`config.mk`:
```
export PLATFORM = sky130hd
export DESIGN_NAME = bus_clear_seq
export DESIGN_NICKNAME = d
export VERILOG_FILES = /design/src/rtl/bcs_pkg.sv /design/src/rtl/bcs_line_sync.sv /design/src/rtl/bcs_half_timer.sv /design/src/rtl/bcs_ctrl.sv /design/src/rtl/bus_clear_seq.sv
export SDC_FILE = /design/constraint.sdc
export NUM_CORES = 1
export LEC_CHECK = 0
export BUFFER_PORTS_ARGS = -buffer_cell sky130_fd_sc_hd__buf_2
export CORE_MARGIN = 3
export CORE_UTILIZATION = 59
export DETAILED_ROUTE_END_ITERATION = 12
export PLACE_DENSITY_LB_ADDON = 0.25
export SYNTH_ARGS = -nofsm -noshare
export SYNTH_HDL_FRONTEND = slang
export SYNTH_HIERARCHICAL = 1
export SYNTH_SLANG_ARGS = --single-unit
export TNS_END_PERCENT = 100
```
`constraint.sdc`:
```
create_clock -name clk -period 7.3 [get_ports clk]
set_input_delay 0.73 -clock clk [delete_from_list [all_inputs] [get_ports clk]]
set_output_delay 0.73 -clock clk [all_outputs]
set_load 0.05 [all_outputs]
```
`src/rtl/bcs_pkg.sv`:
```
package bcs_pkg;

  typedef enum logic [1:0] {
    ST_IDLE = 2'd0,
    ST_LEAD = 2'd1,
    ST_LOW  = 2'd2,
    ST_HIGH = 2'd3
  } bcs_state_e;

  // A high phase closes the run when polling found SDA free or the count is used up.
  function automatic logic run_closes(input logic skip_poll, input logic sda_high,
                                      input logic last_cycle);
    return (!skip_poll && sda_high) || last_cycle;
  endfunction

  // Total run length in clocks for a given effective half period and cycle count.
  function automatic int unsigned run_length(input int unsigned half_eff,
                                             input int unsigned cycles);
    return half_eff * (1 + 2 * cycles);
  endfunction

endpackage

```
`src/rtl/bcs_line_sync.sv`:
```
module bcs_line_sync #(
  parameter int STAGES = 2,
  parameter logic RESET_VAL = 1'b1
) (
  input  logic clk,
  input  logic rst_n,
  input  logic din,
  output logic dout
);
  logic [STAGES-1:0] chain_q;

  generate
    genvar g;
    for (g = 0; g < STAGES; g++) begin : g_stage
      always_ff @(posedge clk or negedge rst_n) begin
        if (!rst_n) chain_q[g] <= RESET_VAL;
        else if (g == 0) chain_q[g] <= din;
        else chain_q[g] <= chain_q[(g == 0) ? 0 : g-1];
      end
    end
  endgenerate

  assign dout = chain_q[STAGES-1];
endmodule

```
`src/rtl/bcs_half_timer.sv`:
```
module bcs_half_timer #(
  parameter int HP_W = 16
) (
  input  logic            clk,
  input  logic            rst_n,
  input  logic            load_i,
  input  logic [HP_W-1:0] half_i,
  input  logic            run_i,
  output logic            expire_o
);
  logic [HP_W-1:0] half_q;
  logic [HP_W-1:0] cnt_q;
  logic [HP_W-1:0] half_eff;

  assign half_eff = (half_i == '0) ? HP_W'(1) : half_i;
  assign expire_o = run_i && (cnt_q == HP_W'(1));

  always_ff @(posedge clk or negedge rst_n) begin
    if (!rst_n) begin
      half_q <= HP_W'(1);
      cnt_q  <= HP_W'(1);
    end else if (load_i) begin
      half_q <= half_eff;
      cnt_q  <= half_eff;
    end else if (run_i) begin
      if (cnt_q == HP_W'(1)) cnt_q <= half_q;
      else cnt_q <= cnt_q - HP_W'(1);
    end
  end
endmodule

```
`src/rtl/bcs_ctrl.sv`:
```
module bcs_ctrl
  import bcs_pkg::*;
#(
  parameter int NUM_CYCLES = 9,
  localparam int PW = $clog2(NUM_CYCLES + 1)
) (
  input  logic          clk,
  input  logic          rst_n,
  input  logic          start_i,
  input  logic          skip_poll_i,
  input  logic          sda_s_i,
  input  logic          phase_end_i,
  output logic          launch_o,
  output logic          active_o,
  output logic          scl_pull_o,
  output logic          done_o,
  output logic          success_o,
  output logic          fail_o,
  output logic [PW-1:0] pulses_o
);
  bcs_state_e    state_q;
  logic [PW-1:0] pulses_q;
  logic          skip_q;
  logic          done_q, succ_q, fail_q;
  logic          last_cycle;
  logic          closing;

  assign launch_o   = (state_q == ST_IDLE) && start_i;
  assign active_o   = (state_q != ST_IDLE);
  assign last_cycle = (pulses_q == PW'(NUM_CYCLES));
  assign closing    = (state_q == ST_HIGH) && phase_end_i &&
                      run_closes(skip_q, sda_s_i, last_cycle);

  always_ff @(posedge clk or negedge rst_n) begin
    if (!rst_n) begin
      state_q  <= ST_IDLE;
      pulses_q <= '0;
      skip_q   <= 1'b0;
      done_q   <= 1'b0;
      succ_q   <= 1'b0;
      fail_q   <= 1'b0;
    end else begin
      done_q <= 1'b0;
      unique case (state_q)
        ST_IDLE: if (start_i) begin
          state_q  <= ST_LEAD;
          pulses_q <= '0;
          skip_q   <= skip_poll_i;
          succ_q   <= 1'b0;
          fail_q   <= 1'b0;
        end
        ST_LEAD: if (phase_end_i) state_q <= ST_LOW;
        ST_LOW: if (phase_end_i) begin
          state_q  <= ST_HIGH;
          pulses_q <= pulses_q + PW'(1);
        end
        ST_HIGH: if (phase_end_i) begin
          if (closing) begin
            state_q <= ST_IDLE;
            done_q  <= 1'b1;
            succ_q  <= sda_s_i;
            fail_q  <= !sda_s_i;
          end else begin
            state_q <= ST_LOW;
          end
        end
        default: state_q <= ST_IDLE;
      endcase
    end
  end

  assign scl_pull_o = (state_q == ST_LOW);
  assign done_o     = done_q;
  assign success_o  = succ_q;
  assign fail_o     = fail_q;
  assign pulses_o   = pulses_q;
endmodule

```
`src/rtl/bus_clear_seq.sv`:
```
module bus_clear_seq #(
  parameter int HP_W        = 16,
  parameter int NUM_CYCLES  = 9,
  parameter int SYNC_STAGES = 2,
  localparam int PW = $clog2(NUM_CYCLES + 1)
) (
  input  logic            clk,
  input  logic            rst_n,
  input  logic            start_i,
  input  logic [HP_W-1:0] half_period_i,
  input  logic            skip_poll_i,
  input  logic            scl_i,
  input  logic            sda_i,
  output logic            scl_pull_o,
  output logic            sda_pull_o,
  output logic            busy_o,
  output logic            done_o,
  output logic            success_o,
  output logic            fail_o
);
  // Named internal events, used by the bound checker.
  logic          scl_s_w;
  logic          sda_s_w;
  logic          launch_w;
  logic          active_w;
  logic          phase_end_w;
  logic [PW-1:0] pulses_w;

  bcs_line_sync #(.STAGES(SYNC_STAGES), .RESET_VAL(1'b1)) u_sync_scl (
    .clk(clk), .rst_n(rst_n), .din(scl_i), .dout(scl_s_w)
  );

  bcs_line_sync #(.STAGES(SYNC_STAGES), .RESET_VAL(1'b1)) u_sync_sda (
    .clk(clk), .rst_n(rst_n), .din(sda_i), .dout(sda_s_w)
  );

  bcs_half_timer #(.HP_W(HP_W)) u_timer (
    .clk(clk), .rst_n(rst_n), .load_i(launch_w), .half_i(half_period_i),
    .run_i(active_w), .expire_o(phase_end_w)
  );

  bcs_ctrl #(.NUM_CYCLES(NUM_CYCLES)) u_ctrl (
    .clk(clk), .rst_n(rst_n), .start_i(start_i), .skip_poll_i(skip_poll_i),
    .sda_s_i(sda_s_w), .phase_end_i(phase_end_w), .launch_o(launch_w),
    .active_o(active_w), .scl_pull_o(scl_pull_o), .done_o(done_o),
    .success_o(success_o), .fail_o(fail_o), .pulses_o(pulses_w)
  );

  // SDA is owned only by releasing it.
  assign sda_pull_o = 1'b0;
  assign busy_o     = active_w;
endmodule

```
==> Word level (Yosys, flattened, before mapping) <==
Index checks and enable logic that the tools add are counted.
{ "word_totals": {"reg_bits": 44, "output_inout_bits": 6, "wordCells": 63} }
{ "classes": {"add_sub_neg": 2, "n_eq_ne": 10, "n_mux": 23, "reduce_logical": 18} }
{ "ops": {"columns": ["op", "n"], "rows": [
  ["$mux W16", 4],
  ["$eq A16 B1 Y1 const B", 1],
  ["$logic_not A16 Y1", 1],
  ["$sub A16 B1 Y16 const B", 1],
  ["$mux W2", 5],
  ["$mux W1", 8],
  ["$mux W4", 2],
  ["$ne A2 B1 Y1 const B", 4],
  ["$pmux W2 S4", 1],
  ["$pmux W4 S2", 1],
  ["$reduce_and A4 Y1", 2],
  ["$reduce_bool A2 Y1", 4],
  ["$logic_and A1 B1 Y1", 5],
  ["$add A4 B1 Y4 const B", 1],
  ["$eq A2 B2 Y1 const B", 2],
  ["$eq A4 B4 Y1 const B", 1],
  ["$pmux W1 S2", 2],
  ["$reduce_and A3 Y1", 1],
  ["$eq A2 B1 Y1 const B", 1],
  ["$logic_not A1 Y1", 2],
  ["$logic_not A2 Y1", 1],
  ["$ne A2 B2 Y1 const B", 1],
  ["$reduce_and A2 Y1", 1],
  ["$logic_or A1 B1 Y1", 1]
]} }

==> Longest topological paths before layout <==
Gate-level depths: netlist (run 1).
{ "logic_depth": {"depth_word": 7, "mapped_depth": 11, "depth_no_buf": 8} }

==> Hierarchy <==
Netlist (run 1), hierarchy kept.
{ "by_module_without_submodules": {"columns": ["mod", "instances", "cells_each", "area_per_inst_um2"], "rows": [
  ["bcs_half_timer", 1, 198, 1834.3],
  ["bcs_ctrl", 1, 49, 543.0],
  ["bcs_line_sync", 1, 2, 52.6],
  ["bus_clear_seq", 1, 2, 11.3]
]} }

==> Worst setup path before layout (run 1) <==
No wires, ideal clock.
{ "synth_path": {"path_type": "register to register", "from": "register u_timer.cnt_q[0]", "to": "register u_ctrl.pulses_q[3] (netlist: u_ctrl/pulses_o[3])", "setup_time_ns": 0.121, "arrival_time_ns": 2.674, "required_time_ns": 7.179, "slack_ns": 4.505, "stages_incl_launch_ff": 11, "n_path_buf": 3, "period_less_slack_ns": 2.795, "cell_sequence": "dfstp_2 -> ha_1 -> or3b_2 -> or4_1 -> buf_2 -> clkbuf_1 -> nor2_1 -> buf_4 -> nand4_2 -> mux2_4 -> a22o_1"} }
{ "synth_via": {"elab_chain_cells": 4} }
{ "synth_lines": {"columns": ["element", "line", "rtl"], "rows": [
  ["start, declared", "bcs_half_timer.sv:12", "logic [HP_W-1:0] cnt_q;"],
  ["start signal, assigned", "bcs_half_timer.sv:24", "cnt_q <= half_eff;"],
  ["start signal, assigned", "bcs_half_timer.sv:26", "if (cnt_q == HP_W'(1)) cnt_q <= half_q;"],
  ["start signal, assigned", "bcs_half_timer.sv:27", "else cnt_q <= cnt_q - HP_W'(1);"],
  ["$eq A16 B1 Y1", "bcs_half_timer.sv:16", "assign expire_o = run_i && (cnt_q == HP_W'(1));"],
  ["$logic_and A1 B1 Y1", "bcs_half_timer.sv:16", null],
  ["named net phase_end_w", "bus_clear_seq.sv:26", "logic phase_end_w;"],
  ["$ne A2 B1 Y1 (no source line)", null, null],
  ["$reduce_and A3 Y1 (no source line)", null, null],
  ["end signal, assigned", "bcs_ctrl.sv:55", "pulses_q <= pulses_q + PW'(1);"],
  ["end, declared", "bcs_ctrl.sv:22", "logic [PW-1:0] pulses_q;"]
]} }
The timed path passes the listed nets, and every way through them passes these cells.
A chain may end at the register's enable or synchronous reset.

==> Worst setup path after layout (run 1) <==
Ends and elaborated chain as after synthesis.

==> results_dict.tcl, run 1 <==
set metrics [dict create \
    status "complete, no violations" \
    critPathLaunchType "flop" \
    syn-cell-area_um2 2440 \
    cts_setup_buffers 0 \
    cts_inserted_buffers 5 \
    hold_violations 0 \
    wl_met2_um 2550 \
    num_antenna_cells 0 \
    netlist_top_cells_area "dfrtp_1, dfstp_2, mux2_2" \
    top_layer_used "met4" \
    slew_viol_final 0 \
    cap_viol_max_count 0 \
    drt_iter0_markers 221 \
    grt_max_degree 45 \
    coreArea_um2 3830 \
    post_cts_resized 0 \
    ios 28 \
    yosysTopAreaCell "dfrtp_1" \
    avgSynthCellArea_um2 9.73 \
    die_area_um2 4940 \
    yosysSeqAreaShare 0.453 \
    placementRows 22 \
    grt_pass1_vias 1944 \
    slowest_stage "or4_1" \
    final_common_cell "dfrtp_1" \
    fin_nets 294 \
    async_flop_share 1.00 \
    grt_util_all_layers 0.227 \
    whs_ns 0.365 \
    yosysTopAreaCellShare 0.410 \
    tightest_slew_ns 1.26 \
    path_delay_family "simple AND/OR/NAND/NOR gates" \
    synth_edf_count 0 \
    routedWlPerCell_um 17.4 \
    endpoint_kind "flop" \
    fin_crit_sh 0.459 \
    holdBufCountCts 0 \
    syn_to_final_growth_pct 9.84 \
    arrival_ns 3.54 \
    peakVddDrop_uv 207 \
    fin_crit_ns 3.35 \
    ant_nets 0 \
    synth_seq_cells 44 \
    start_util 0.638 \
    clock_latency_ns 0.30 \
    antenna_found_initial 0 \
    ys_warn_count 6 \
    fmax_ghz 0.299 \
    drt-pass1-iter-count 5 \
    root_buffer "clkbuf_8" \
    routed_wl_um 5510 \
    power_uw 790 \
    setup_viol 0 \
    crit_required_ns 7.49 \
    clkSlewWorstSetupHoldPaths_ns 0.09 \
    drc 0 \
    holdCritPathClass "reg -> reg" \
    syn_inst 251 \
    grt_pass1_wl_um 8940 \
    die_h_um 70.3 \
    power.leakage_uw 0.00118 \
    cts_tree "done" \
    crit_buf_inv 0 \
    synth_cell_types 57 \
    path_class "reg -> reg" \
    wl_met1_um 2470 \
    drive_gt1_frac 0.219 \
    fin_tns_setup_ns 0 \
    wl_met3_um 359 \
    viasPerCell 6.49 \
    maxSlewHeadroom 0.151 \
    cts.sinks 44 \
    htreeDepth 2 \
    portBuffers 25 \
    place_congestion 0.894 \
    rsz0062_at_grt "no" \
    overflow 0 \
    vias 2058 \
    crit_chain "ha_1 > or3b_2 > or4_1 > nor2_1 > nand4_2 > mux2_4 > a22o_1" \
    die_width_um 70.3 \
    power.density_nw_per_um2 295 \
    synth_fp_nets 277 \
    cp_max_fo 14 \
    dp_hpwl_um 3770 \
    skew_ns 0.00873 \
    final_cell_mix "dfrtp_1, buf_2, o21ai_0" \
    cp_slowest_stage_delay_ns 0.69 \
    fin_util 0.701 \
    synthFlopType "dfrtp_1" \
    cts_buffer_depth 2 \
]
## state kept, by name (all words and copies together), names as in the netlist
signal              count
u_ctrl/skip_q           1
u_ctrl/fail_o           1
u_ctrl/state_q          2
u_sync_sda/dout         1
u_timer/half_q         16
u_ctrl/pulses_o         4
u_ctrl/success_o        1
u_sync_sda/chain_q      1
u_timer/cnt_q          16
u_ctrl/done_o           1
## worst register-to-register path, stage by stage, from the launching register on
cell,delay [ns]
dfstp_2,0.59
ha_1,0.21
or3b_2,0.47
or4_1,0.70
nor2_1,0.57
nand4_2,0.19
mux2_4,0.33
a22o_1,0.17
## routing by layer
metal  global-route usage  up-vias
li1                     -      963
met1                0.310     1000
met2                0.352       78
met3               0.0518       17
met4               0.0851        0
met5                    0        -
## report_power, final
part           internal [µW]  switching [µW]  leakage (µW)
sequential               311            78.8      0.000542
combinational           96.8             111      0.000587
clock                    103            89.6     0.0000548
## per-stage QoR
| stage | worst slack [ns] | cell area, µm² | instances |
|---|---|---|---|
| 2_1_floorplan | 4.50 | 2440 | 251 |
| 3_3_place_gp | 3.86 | 2570 | 309 |
| 3_5_place_dp | 3.80 | 2570 | 309 |
| 4_1_cts | 3.94 | 2680 | 317 |
| 5_1_grt | 3.79 | 2680 | 317 |
| 6_report | 3.95 | 2680 | 317 |
## synthesized netlist by cell type (5+ instances only)
cell type,instances
a211oi_1,5
inv_1,16
or4_1,5
nor2_1,14
mux2i_1,6
a21oi_1,7
mux2_2,9
clkbuf_1,8
dfrtp_1,40
buf_2,5
a22oi_1,7
nor3_1,5
o21ai_0,18
a31oi_1,8
a22o_1,9
nand2_1,14
nor4_1,12
## worst paths after layout
| kind | cells past startpoint | end | start | slack, ns |
|---|---|---|---|---|
| hold reg to reg | 0 | u_sync_sda/dout$_DFF_PN1_ | u_sync_sda/chain_q[0]$_DFF_PN1_ | 0.36 |
| setup reg to reg | 7 | u_ctrl/pulses_o[3]$_DFFE_PN0P_ | u_timer/cnt_q[0]$_DFFE_PN1P_ | 3.95 |
| hold / removal | 0 | u_sync_sda/dout$_DFF_PN1_ | u_sync_sda/chain_q[0]$_DFF_PN1_ | 0.36 |
| setup / recovery | 7 | u_ctrl/pulses_o[3]$_DFFE_PN0P_ | u_timer/cnt_q[0]$_DFFE_PN1P_ | 3.95 |
| min in group asynchronous | 1 | u_timer/cnt_q[2]$_DFFE_PN0P_ | rst_n | 0.57 |
| max in group asynchronous | 1 | u_ctrl/done_o$_DFF_PN0_ | rst_n | 6.14 |
## kinds of logic after synthesis
kind of cell | share of synthesized area
AOI/OAI and AO/OA | 0.212
xor gates and xnor gates | 0.0108
muxes | 0.0784
DFF | 0.453
adders and majority gates | 0.0205
buffers and inverters | 0.0548
and+or+nand+nor | 0.169
other | 0.00154
## area by class of cell
| class | count | area, µm² |
|---|---|---|
| clock buffer | 5 | 68.8 |
| multi-input combinational | 175 | 1210 |
| sequential | 44 | 1110 |
| inverter | 16 | 60.1 |
| tap | 48 | 60.1 |
| timing repair buffer | 26 | 133 |
| clock inverter | 3 | 46.3 |
| fill | 295 | 1140 |
No activity file was read; power rests on OpenSTA's default activity.
==> run 2: changes to the inputs <==
Settings changed: CORE_UTILIZATION 59 to 58.
Clock period 7.3 ns to 3.2 ns, I/O delays scaled along.
==> results_dict.tcl, run 2 (same netlist as run 1, synthesis figures left out) <==
set metrics [dict create \
    status "complete, no violations" \
    slew_viol_final 0 \
    fin_crit_sh 0.844 \
    power.density_nw_per_um2 663 \
    fin_nets 300 \
    setup_ws_ns 0.498 \
    critical_path.startpoint "u_timer/cnt_q[0]$_DFFE_PN1P_" \
    holdBufCountCts 0 \
    drt-pass1-iter-count 5 \
    critPathLaunchType "flop" \
    setup_viol 0 \
    maxSlewHeadroom 0.352 \
    cts_inserted_buffers 5 \
    arrival_ns 2.89 \
    coreArea_um2 3850 \
    htreeDepth 2 \
    routed_wl_um 5920 \
    power.leakage_uw 0.00121 \
    grt_max_degree 45 \
    die_h_um 70.9 \
    crit_buf_inv 1 \
    peakVddDrop_uv 420 \
    slowest_stage "dfstp_2" \
    crit_required_ns 3.39 \
    cts_setup_buffers 0 \
    dp_slack_ns 0.522 \
    dp_hpwl_um 4030 \
    vias 2113 \
    drc 0 \
    grt_util_all_layers 0.245 \
    fmax_ghz 0.370 \
    viasPerCell 6.54 \
    cts_buffer_depth 2 \
    portBuffers 25 \
    root_buffer "clkbuf_8" \
    grt_pass1_wl_um 9730 \
    antenna_found_initial 0 \
    fin_util 0.706 \
    fin_tns_setup_ns 0 \
    tightest_slew_ns 0.972 \
    drive_gt1_frac 0.236 \
    cts.sinks 44 \
    cp_slowest_stage_delay_ns 0.59 \
    crit_chain "ha_1 > or3b_2 > or4_1 > nor2_1 > buf_4 > nand4_2 > mux2_4 > a22o_1" \
    ant_nets 0 \
    grt_pass1_vias 1968 \
    endpoint_kind "flop" \
    cp_max_fo 9 \
    path_class "reg -> reg" \
    final_common_cell "dfrtp_1" \
    placementRows 22 \
    final_cell_mix "dfrtp_1, buf_2, o21ai_0" \
    rsz0062_at_grt "no" \
    r2r_start "u_timer/cnt_q[0]$_DFFE_PN1P_" \
    start_util 0.633 \
    whs_ns 0.103 \
    routedWlPerCell_um 18.3 \
    drt_iter0_markers 227 \
    post_cts_resized 0 \
    die_width_um 70.9 \
    cap_viol_max_count 0 \
    die_area_um2 5020 \
    syn_to_final_growth_pct 11.5 \
    holdCritPathClass "in -> reg" \
    path_delay_family "simple AND/OR/NAND/NOR gates" \
    cts_tree "done" \
    overflow 0 \
    min_from "sda_i" \
    clock_latency_ns 0.30 \
    skew_ns 0.00903 \
    ios 28 \
    place_congestion 0.841 \
    hold_violations 0 \
    clkSlewWorstSetupHoldPaths_ns 0.09 \
    fin_crit_ns 2.70 \
    num_antenna_cells 0 \
]
-- run 2: cell type report --
type,count,area [µm²]
timing repair buffer,32,178
clock inverter,3,42.5
inverter,16,60.1
multi-input combinational,175,1210
sequential,44,1110
tap,48,60.1
clock buffer,5,68.8
fill,302,1130
-- run 2: worst paths after layout --
check	to	slack [ns]	depth (start not counted)
max	u_ctrl/pulses_o[3]$_DFFE_PN0P_	0.50	8
min	u_sync_sda/chain_q[0]$_DFF_PN1_	0.10	1
max reg2reg	u_ctrl/pulses_o[3]$_DFFE_PN0P_	0.50	8
min reg2reg	u_sync_sda/dout$_DFF_PN1_	0.36	0
max in group asynchronous	u_ctrl/state_q[1]$_DFFE_PN0P_	2.42	1
min in group asynchronous	u_timer/cnt_q[2]$_DFFE_PN0P_	0.17	1
-- run 2: report_power, final --
| group | total, µW | internal [µW] | switching [µW] |
|---|---|---|---|
| sequential | 888 | 710 | 179 |
| clock | 432 | 231 | 201 |
| combinational | 484 | 223 | 262 |
| total | 1800 | 1160 | 642 |
-- run 2: per-stage QoR --
step | power [µW] | area [µm²] | cells
final | 1810 | 2720 | 323
after global routing | 1910 | 2720 | 323
after CTS | 1790 | 2720 | 323
after detailed placement | 1360 | 2610 | 315
after global placement | 1330 | 2610 | 315
after floorplan | 1210 | 2440 | 251
-- run 2: routing by layer --
layer  vias up  track usage  share of wire
met4         0       0.0877          0.015
met3        11       0.0497          0.067
li1        980            -              -
met5         -            0              0
met2        99        0.382           0.48
met1      1023        0.339           0.44
